File: config.mk
export PLATFORM = sky130hd
export DESIGN_NAME = gpio_bank16
export DESIGN_NICKNAME = d
export VERILOG_FILES = /design/src/rtl/gpio_bank_pkg.sv /design/src/rtl/gpio_regfile.sv /design/src/rtl/gpio_sync.sv /design/src/rtl/gpio_detect.sv /design/src/rtl/gpio_outmux.sv /design/src/rtl/gpio_bank16.sv
export SDC_FILE = /design/constraint.sdc
export NUM_CORES = 1
export LEC_CHECK = 0
export BUFFER_PORTS_ARGS = -buffer_cell sky130_fd_sc_hd__buf_2
export CORE_UTILIZATION = 48
export CTS_CLUSTER_DIAMETER = 200
export DETAILED_ROUTE_END_ITERATION = 8
export MAX_ROUTING_LAYER = met4
export PLACE_DENSITY = 0.71
export REMOVE_ABC_BUFFERS = 1
export SYNTH_ARGS = -nofsm -noshare
export SYNTH_HDL_FRONTEND = slang
export SYNTH_SLANG_ARGS = --single-unit
File: constraint.sdc
create_clock -name clk -period 4.54 [get_ports clk]
set_input_delay 0.227 -clock clk [delete_from_list [all_inputs] [get_ports clk]]
set_output_delay 0.227 -clock clk [all_outputs]
set_load 0.005 [all_outputs]
File: src/rtl/gpio_bank_pkg.sv
package gpio_bank_pkg;
  localparam int ADDR_W = 6;
  localparam int SLEEP_AUTO_BIT = 1;

  localparam logic [ADDR_W-1:0] OFF_MASK  = 6'h00;
  localparam logic [ADDR_W-1:0] OFF_DIR   = 6'h04;
  localparam logic [ADDR_W-1:0] OFF_OUT   = 6'h08;
  localparam logic [ADDR_W-1:0] OFF_TRIG  = 6'h0C;
  localparam logic [ADDR_W-1:0] OFF_EPOL  = 6'h10;
  localparam logic [ADDR_W-1:0] OFF_LPOL  = 6'h14;
  localparam logic [ADDR_W-1:0] OFF_SMASK = 6'h18;
  localparam logic [ADDR_W-1:0] OFF_SOUT  = 6'h1C;
  localparam logic [ADDR_W-1:0] OFF_BOUT  = 6'h20;
  localparam logic [ADDR_W-1:0] OFF_STAT  = 6'h24;
  localparam logic [ADDR_W-1:0] OFF_ALT   = 6'h28;
  localparam logic [ADDR_W-1:0] OFF_SCFG  = 6'h2C;
  localparam logic [ADDR_W-1:0] OFF_PIN   = 6'h30;

  typedef enum logic [3:0] {
    RS_MASK, RS_DIR, RS_OUT, RS_TRIG, RS_EPOL, RS_LPOL, RS_SMASK,
    RS_SOUT, RS_BOUT, RS_STAT, RS_ALT, RS_SCFG, RS_PIN, RS_NONE
  } rsel_t;

  function automatic rsel_t decode_off(input logic [ADDR_W-1:0] a);
    rsel_t s;
    case (a)
      OFF_MASK:  s = RS_MASK;
      OFF_DIR:   s = RS_DIR;
      OFF_OUT:   s = RS_OUT;
      OFF_TRIG:  s = RS_TRIG;
      OFF_EPOL:  s = RS_EPOL;
      OFF_LPOL:  s = RS_LPOL;
      OFF_SMASK: s = RS_SMASK;
      OFF_SOUT:  s = RS_SOUT;
      OFF_BOUT:  s = RS_BOUT;
      OFF_STAT:  s = RS_STAT;
      OFF_ALT:   s = RS_ALT;
      OFF_SCFG:  s = RS_SCFG;
      OFF_PIN:   s = RS_PIN;
      default:   s = RS_NONE;
    endcase
    return s;
  endfunction
endpackage

File: src/rtl/gpio_regfile.sv
module gpio_regfile
  import gpio_bank_pkg::*;
#(
  parameter int N = 16
) (
  input  logic              clk,
  input  logic              rst_n,
  input  logic              wr_en,
  input  logic [ADDR_W-1:0] addr,
  input  logic [N-1:0]      wdata,
  input  logic [N-1:0]      status_q,
  input  logic [N-1:0]      pin_sync,
  output logic [N-1:0]      mask_q,
  output logic [N-1:0]      dir_q,
  output logic [N-1:0]      out_q,
  output logic [N-1:0]      trig_q,
  output logic [N-1:0]      epol_q,
  output logic [N-1:0]      lpol_q,
  output logic [N-1:0]      smask_q,
  output logic [N-1:0]      sout_q,
  output logic [N-1:0]      bout_q,
  output logic [N-1:0]      alt_q,
  output logic [N-1:0]      scfg_q,
  output logic [N-1:0]      clr_vec,
  output logic [N-1:0]      rdata
);
  rsel_t sel;
  assign sel = decode_off(addr);

  always_ff @(posedge clk or negedge rst_n) begin
    if (!rst_n) begin
      mask_q  <= '1;
      dir_q   <= '0;
      out_q   <= '0;
      trig_q  <= '0;
      epol_q  <= '0;
      lpol_q  <= '0;
      smask_q <= '0;
      sout_q  <= '0;
      bout_q  <= '0;
      alt_q   <= '0;
      scfg_q  <= '0;
    end else if (wr_en) begin
      case (sel)
        RS_MASK:  mask_q  <= wdata;
        RS_DIR:   dir_q   <= wdata;
        RS_OUT:   out_q   <= wdata;
        RS_TRIG:  trig_q  <= wdata;
        RS_EPOL:  epol_q  <= wdata;
        RS_LPOL:  lpol_q  <= wdata;
        RS_SMASK: smask_q <= wdata;
        RS_SOUT:  sout_q  <= wdata;
        RS_BOUT:  bout_q  <= wdata;
        RS_ALT:   alt_q   <= wdata;
        RS_SCFG:  scfg_q  <= wdata;
        default:  ;
      endcase
    end
  end

  assign clr_vec = (wr_en && sel == RS_STAT) ? wdata : '0;

  always_comb begin
    case (sel)
      RS_MASK:  rdata = mask_q;
      RS_DIR:   rdata = dir_q;
      RS_OUT:   rdata = out_q;
      RS_TRIG:  rdata = trig_q;
      RS_EPOL:  rdata = epol_q;
      RS_LPOL:  rdata = lpol_q;
      RS_SMASK: rdata = smask_q;
      RS_SOUT:  rdata = sout_q;
      RS_BOUT:  rdata = bout_q;
      RS_STAT:  rdata = status_q;
      RS_ALT:   rdata = alt_q;
      RS_SCFG:  rdata = scfg_q;
      RS_PIN:   rdata = pin_sync;
      default:  rdata = '0;
    endcase
  end
endmodule

File: src/rtl/gpio_sync.sv
module gpio_sync #(
  parameter int N      = 16,
  parameter int STAGES = 2
) (
  input  logic         clk,
  input  logic         rst_n,
  input  logic [N-1:0] d,
  output logic [N-1:0] q
);
  for (genvar i = 0; i < N; i++) begin : g_bit
    logic [STAGES-1:0] chain;
    always_ff @(posedge clk or negedge rst_n) begin
      if (!rst_n) chain <= '0;
      else        chain <= {chain[STAGES-2:0], d[i]};
    end
    assign q[i] = chain[STAGES-1];
  end
endmodule

File: src/rtl/gpio_detect.sv
module gpio_detect #(
  parameter int N = 16
) (
  input  logic         clk,
  input  logic         rst_n,
  input  logic [N-1:0] cur,
  input  logic [N-1:0] trig,
  input  logic [N-1:0] epol,
  input  logic [N-1:0] lpol,
  input  logic [N-1:0] clr_vec,
  output logic [N-1:0] edge_hit,
  output logic [N-1:0] level_hit,
  output logic [N-1:0] hit,
  output logic [N-1:0] status_q
);
  logic [N-1:0] prev_q;

  function automatic logic [N-1:0] edge_fn(input logic [N-1:0] c,
                                           input logic [N-1:0] p,
                                           input logic [N-1:0] pol);
    return (pol & c & ~p) | (~pol & ~c & p);
  endfunction

  function automatic logic [N-1:0] level_fn(input logic [N-1:0] c,
                                            input logic [N-1:0] pol);
    return ~(c ^ pol);
  endfunction

  assign edge_hit  = trig & edge_fn(cur, prev_q, epol);
  assign level_hit = ~trig & level_fn(cur, lpol);
  assign hit       = edge_hit | level_hit;

  always_ff @(posedge clk or negedge rst_n) begin
    if (!rst_n) begin
      prev_q   <= '0;
      status_q <= '0;
    end else begin
      prev_q   <= cur;
      status_q <= (status_q & ~clr_vec) | hit;
    end
  end
endmodule

File: src/rtl/gpio_outmux.sv
module gpio_outmux #(
  parameter int N = 16
) (
  input  logic [N-1:0] dir_q,
  input  logic [N-1:0] out_q,
  input  logic [N-1:0] alt_q,
  input  logic [N-1:0] alt_out,
  input  logic [N-1:0] alt_oe,
  input  logic [N-1:0] sout_q,
  input  logic [N-1:0] bout_q,
  input  logic         sleep_act,
  input  logic         batt_fault,
  output logic [N-1:0] pin_out,
  output logic [N-1:0] pin_oe
);
  function automatic logic [1:0] pick(input logic d, input logic o,
                                      input logic a, input logic ao,
                                      input logic ae, input logic so,
                                      input logic bo, input logic slp,
                                      input logic bf);
    if (bf)       return {d, bo};
    else if (slp) return {d, so};
    else if (a)   return {ae, ao};
    else          return {d, o};
  endfunction

  for (genvar i = 0; i < N; i++) begin : g_pin
    logic [1:0] sel;
    assign sel = pick(dir_q[i], out_q[i], alt_q[i], alt_out[i], alt_oe[i],
                      sout_q[i], bout_q[i], sleep_act, batt_fault);
    assign pin_oe[i]  = sel[1];
    assign pin_out[i] = sel[0];
  end
endmodule

File: src/rtl/gpio_bank16.sv
module gpio_bank16
  import gpio_bank_pkg::*;
#(
  parameter int N = 16
) (
  input  logic              clk,
  input  logic              rst_n,
  input  logic              reg_wr,
  input  logic [ADDR_W-1:0] reg_addr,
  input  logic [N-1:0]      reg_wdata,
  output logic [N-1:0]      reg_rdata,
  input  logic [N-1:0]      pin_in,
  input  logic [N-1:0]      alt_out,
  input  logic [N-1:0]      alt_oe,
  input  logic              sleep_mode,
  input  logic              batt_fault,
  output logic [N-1:0]      pin_out,
  output logic [N-1:0]      pin_oe,
  output logic              irq
);
  logic [N-1:0] mask_q, dir_q, out_q, trig_q, epol_q, lpol_q;
  logic [N-1:0] smask_q, sout_q, bout_q, alt_q, scfg_q;
  logic [N-1:0] clr_vec, status_q, pin_sync;
  logic [N-1:0] edge_hit, level_hit, hit, block_vec;
  logic         sleep_act;

  gpio_regfile #(.N(N)) u_regs (
    .clk(clk), .rst_n(rst_n), .wr_en(reg_wr), .addr(reg_addr),
    .wdata(reg_wdata), .status_q(status_q), .pin_sync(pin_sync),
    .mask_q(mask_q), .dir_q(dir_q), .out_q(out_q), .trig_q(trig_q),
    .epol_q(epol_q), .lpol_q(lpol_q), .smask_q(smask_q), .sout_q(sout_q),
    .bout_q(bout_q), .alt_q(alt_q), .scfg_q(scfg_q), .clr_vec(clr_vec),
    .rdata(reg_rdata)
  );

  gpio_sync #(.N(N), .STAGES(2)) u_sync (
    .clk(clk), .rst_n(rst_n), .d(pin_in), .q(pin_sync)
  );

  gpio_detect #(.N(N)) u_det (
    .clk(clk), .rst_n(rst_n), .cur(pin_sync), .trig(trig_q),
    .epol(epol_q), .lpol(lpol_q), .clr_vec(clr_vec),
    .edge_hit(edge_hit), .level_hit(level_hit), .hit(hit),
    .status_q(status_q)
  );

  assign sleep_act = sleep_mode & scfg_q[SLEEP_AUTO_BIT];

  gpio_outmux #(.N(N)) u_mux (
    .dir_q(dir_q), .out_q(out_q), .alt_q(alt_q), .alt_out(alt_out),
    .alt_oe(alt_oe), .sout_q(sout_q), .bout_q(bout_q),
    .sleep_act(sleep_act), .batt_fault(batt_fault),
    .pin_out(pin_out), .pin_oe(pin_oe)
  );

  assign block_vec = mask_q | (sleep_act ? smask_q : '0);
  assign irq       = |(status_q & ~block_vec);
endmodule

==> Flow_metrics.wiki <==
{| class="wikitable"
! Metric !! Value
|-
| Run status || finished clean
|-
| Layout cell share with drive strength beyond 1 || 36.7%
|-
| Ports placed on the boundary || 124
|-
| Kind of cell adding the most delay to the critical path || buffers and inverters
|-
| Post-route total power || 0.00553 W
|-
| Clk root buf || sky130_fd_sc_hd__clkbuf_16
|-
| Row count || 56
|-
| Relative contribution of combinational cells to total power || 14.2%
|-
| Relative slew slack || 16.7%
|-
| Internal || 0.00408 W
|-
| Start-to-end type of the worst setup path || in2out
|-
| Post-synthesis average cell area || 12.1 um2
|-
| Insertion delay of the later-clocked pin in the worst-skew pair || 0.54 ns
|-
| Number of hold-slack violations in the final timing report || 0
|-
| Layout Nets || 1171
|-
| Bufs on Longest Clock Path || 3
|-
| Slowest Stage Delay on Critical Path || 0.62 ns
|-
| Setup clock skew after layout || 0.0133 ns
|-
| CTS Buf Count || 26
|-
| Mapped Area || 0.0117 mm2
|-
| Pin count of the biggest net entering global routing || 117
|-
| Asr flop ratio synth || 100%
|-
| Leakage power summed over all cells || 6.32 nW
|-
| Die outline height || 158 um
|-
| Final Critical Period || 3.19 ns
|-
| Number of storage elements in the synthesis netlist || 240
|-
| First-pass iteration count of the detailed router || 5
|-
| Pins Over Slew Limit || 0
|-
| Proportion of synthesized chip area in sequential cells || 51.4%
|-
| Type of element launching the critical path || input pin
|-
| Share of the clock period used by the worst path || 70.3%
|-
| Highest achievable clock rate || 313 MHz
|-
| Initial core utilization || 49.5%
|-
| Distinct cell type count of the synthesized netlist || 54
|-
| Clock-pin slew of the registers on the worst-case setup and hold paths || 0.06 ns
|-
| Synth area leaders || sky130_fd_sc_hd__dfrtp_1, sky130_fd_sc_hd__mux2_2, sky130_fd_sc_hd__mux2i_1, sky130_fd_sc_hd__dfstp_2, sky130_fd_sc_hd__nand2_1
|-
| Post-detailed-route DRC marker count || 0
|-
| Crit path buffers/inverters || 4
|-
| Count of vias placed by the detailed router || 8764
|-
| Crit path cell chain || buf_2, buf_4, nand2b_1, nor2_1, buf_4, a2111oi_0, nand3_1, buf_2
|-
| Number of routed nets with antenna violations || 0
|-
| Slowest library cell on the worst path || sky130_fd_sc_hd__a2111oi_0
|-
| H-tree depth || 1
|-
| WL/cell || 23.5 um
|-
| Initial antenna violation count || 0
|-
| Aggregate negative setup slack || 0 ns
|-
| Path type of the worst min-delay path || in2reg
|-
| HPWL reported at the end of detailed placement || 21.8 mm
|-
| Filler instances || 1999
|-
| Critical Path AT || 2.96 ns
|-
| Clock tree from TritonCTS || yes
|-
| Yosys top cell area share || 47.8%
|-
| Clk sinks || 240
|-
| Wire length of the first global-routing pass || 51.5 mm
|-
| Remaining global-route overflow || 0
|-
| Total routing usage reported by global routing || 28.6%
|-
| Critical path endpoint category || primary output
|-
| Post-Place Setup Slack || 1.54 ns
|-
| Top FF cell, synth || sky130_fd_sc_hd__dfrtp_1
|-
| Initial detailed-routing violation count || 719
|-
| Pin slew with the least headroom to its limit || 1.25 ns
|-
| Die area || 0.0250 mm2
|-
| Number of enable-type register cells in the synthesized netlist || 0
|-
| Required @ worst endpoint || 4.31 ns
|-
| Total wirelength of the detailed-routed design || 33.8 mm
|-
| Via count of the first global-routing pass || 8629
|-
| Via/cell ratio || 6.10
|-
| Clk network pwr share || 38.5%
|-
| Ratio of total power to cell area || 405 mW/mm2
|-
| Worst supply voltage drop on vdd || 253 uV
|-
| Unrepaired setup endpoints after global routing || false
|-
| Critical Path Fanout Max || 25
|-
| Port Buffers || 123
|-
| Standard cell core area || 0.0237 mm2
|-
| Final setup fails || 0
|-
| Dominant cell type by area after synthesis || sky130_fd_sc_hd__dfrtp_1
|-
| Final weighted congestion in routability-driven placement || 0.894
|-
| Switching Power || 0.00145 W
|-
| Synth warn || 0
|-
| Switching Fraction || 26.2%
|-
| Final worst setup slack || 1.35 ns
|-
| Register share of total power || 47.4%
|-
| Post-cts sizing count || 0
|-
| X dimension of the die || 158 um
|-
| Max-capacitance violation count || 0
|-
| Relative area change from synthesis to final layout || 16.6%
|-
| Number of instances in the synthesized netlist || 971
|}
[sequential cells by signal, summed over array words and instances (netlist names)]
signal              flops
u_regs.mask_q          16
u_regs.dir_q           16
u_regs.smask_q         16
u_sync.g_bit.chain     32
u_det.prev_q           16
u_regs.lpol_q          16
u_regs.scfg_q          16
u_det.status_q         16
u_regs.bout_q          16
u_regs.out_q           16
u_regs.epol_q          16
u_regs.trig_q          16
u_regs.alt_q           16
u_regs.sout_q          16
[path summary, 6_finish.rpt]
path / startpoint / endpoint / slack (ns) / cells after the start
setup / recovery: reg_addr[4] / reg_rdata[6] / 1.35 / 8
hold / removal: reg_wdata[13] / u_regs.alt_q[13] / 0.09 / 2
setup reg to reg: u_regs.trig_q[10] / u_det.status_q[10] / 3.45 / 4
hold reg to reg: u_sync.g_bit[13].chain[0] / u_sync.g_bit[13].chain[1] / 0.34 / 0
max in group asynchronous: rst_n / u_regs.bout_q[2] / 3.10 / 3
min in group asynchronous: rst_n / u_regs.alt_q[1] / 0.37 / 2
[worst reg2reg max path, delay by kind of cell (launching register included)]
kind	cells	cell delay, ns
AOI/OAI and AO/OA	2	0.39
DFF	1	0.44
and+or+nand+nor	2	0.14
[power groups by stage]
| stage | clock [W] | sequential, W | combinational, W |
|---|---|---|---|
| finish | 0.00213 | 0.00262 | 0.000783 |
| floorplan | 0 | 0.00256 | 0.000490 |
| global placement | 0 | 0.00264 | 0.000749 |
| global route | 0.00223 | 0.00264 | 0.000864 |
| CTS | 0.00215 | 0.00261 | 0.000786 |
| detailed placement | 0 | 0.00264 | 0.000768 |
[layout by cell type, fill, tap and decap left out, types with 11 or more instances in the layout]
cell                            Yosys  layout
sky130_fd_sc_hd__a21oi_1           40      40
sky130_fd_sc_hd__a221o_1           16      16
sky130_fd_sc_hd__a221oi_1          11      11
sky130_fd_sc_hd__a22oi_1           22      22
sky130_fd_sc_hd__buf_2             21     122
sky130_fd_sc_hd__buf_4              2      21
sky130_fd_sc_hd__clkbuf_1          31      11
sky130_fd_sc_hd__clkbuf_16          0      27
sky130_fd_sc_hd__dfrtp_1          224     224
sky130_fd_sc_hd__dfstp_2           16      16
sky130_fd_sc_hd__dlygate4sd3_1      0      17
sky130_fd_sc_hd__inv_1             16      16
sky130_fd_sc_hd__mux2_2           164     164
sky130_fd_sc_hd__mux2_4            20      20
sky130_fd_sc_hd__mux2i_1           45      45
sky130_fd_sc_hd__mux4_2            14      14
sky130_fd_sc_hd__nand2_1           88      88
sky130_fd_sc_hd__nand2b_1          20      20
sky130_fd_sc_hd__nand3_1           16      16
sky130_fd_sc_hd__nor2_1            41      40
sky130_fd_sc_hd__nor3_1            21      21
sky130_fd_sc_hd__o21ai_0           25      25
sky130_fd_sc_hd__o22a_1            16      16
sky130_fd_sc_hd__o22ai_1           17      17
[repair_timing]
item / in CTS / in global routing
endpoints found under the hold margin: 123 / 0
hold buffers: 17 / 0
buffers inserted: 0 / 0
[cell type report]
| cell class | instances | area [um2] | share of cell area [%] |
|---|---|---|---|
| flip-flops and latches | 240 | 6030 | 44.1 |
| multi-input cells | 650 | 5340 | 39.1 |
| repair buffers | 162 | 973 | 7.13 |
| clock buffers | 45 | 813 | 5.96 |
| well taps | 319 | 399 | 2.92 |
| inverters | 16 | 60.1 | 0.440 |
| clock inverters | 3 | 43.8 | 0.321 |
| diodes | 1 | 2.50 | 0.0183 |
[per-stage QoR]
| stage | area [um2] | std cells | hold slack (ns) | util (%) |
|---|---|---|---|---|
| final | 13700 | 1436 | 0.0898 | 57.7 |
| after global placement | 12600 | 1370 | 0.333 | 53.3 |
| after floorplan | 11400 | 906 | -0.0686 | - |
| after CTS | 13700 | 1435 | 0.0783 | 57.7 |
| after global routing | 13700 | 1435 | 0.117 | 57.7 |
| after detailed placement | 12600 | 1370 | 0.335 | 53.3 |
[cell usage after synthesis, types with 3 or more instances]
cell type                   count
sky130_fd_sc_hd__nor2_1        41
sky130_fd_sc_hd__mux4_2        14
sky130_fd_sc_hd__o22ai_1       17
sky130_fd_sc_hd__o21ai_0       25
sky130_fd_sc_hd__nor4_1         5
sky130_fd_sc_hd__nand4_1        6
sky130_fd_sc_hd__inv_1         16
sky130_fd_sc_hd__mux2_1        10
sky130_fd_sc_hd__and2_0         6
sky130_fd_sc_hd__clkbuf_1      31
sky130_fd_sc_hd__buf_1          6
sky130_fd_sc_hd__dfrtp_1      224
sky130_fd_sc_hd__dfstp_2       16
sky130_fd_sc_hd__o22a_1        16
sky130_fd_sc_hd__a21oi_1       40
sky130_fd_sc_hd__nand2b_1      20
sky130_fd_sc_hd__mux2_2       164
sky130_fd_sc_hd__nor3_1        21
sky130_fd_sc_hd__a221oi_1      11
sky130_fd_sc_hd__a22oi_1       22
sky130_fd_sc_hd__and3_1         8
sky130_fd_sc_hd__mux2_4        20
sky130_fd_sc_hd__a22o_1         3
sky130_fd_sc_hd__a2111oi_0      3
sky130_fd_sc_hd__nand3b_1       4
sky130_fd_sc_hd__buf_2         21
sky130_fd_sc_hd__nand3_1       16
sky130_fd_sc_hd__a221o_1       16
sky130_fd_sc_hd__mux2i_1       45
sky130_fd_sc_hd__buf_6          3
sky130_fd_sc_hd__nand2_1       88
[cells by family (layout without fill, tap and decap cells)]
logic type,count (synthesis),in the layout,synth area share (%)
flip-flops,240,240,51.4
multiplexers,253,253,25.8
AO/OA/AOI/OAI,159,159,9.38
buffers and inverters,81,226,3.10
other,0,1,0
AND/OR/NAND/NOR,238,238,10.3
[routing by layer]
layer	up-vias	part of all wire (%)	track usage, %
met1	4460	44	39.0
met3	79	7.3	4.63
met4	0	3.5	9.98
li1	3822	-	-
met5	-	0	-
met2	403	45	43.2
No activity file was read; power rests on OpenSTA's default activity.
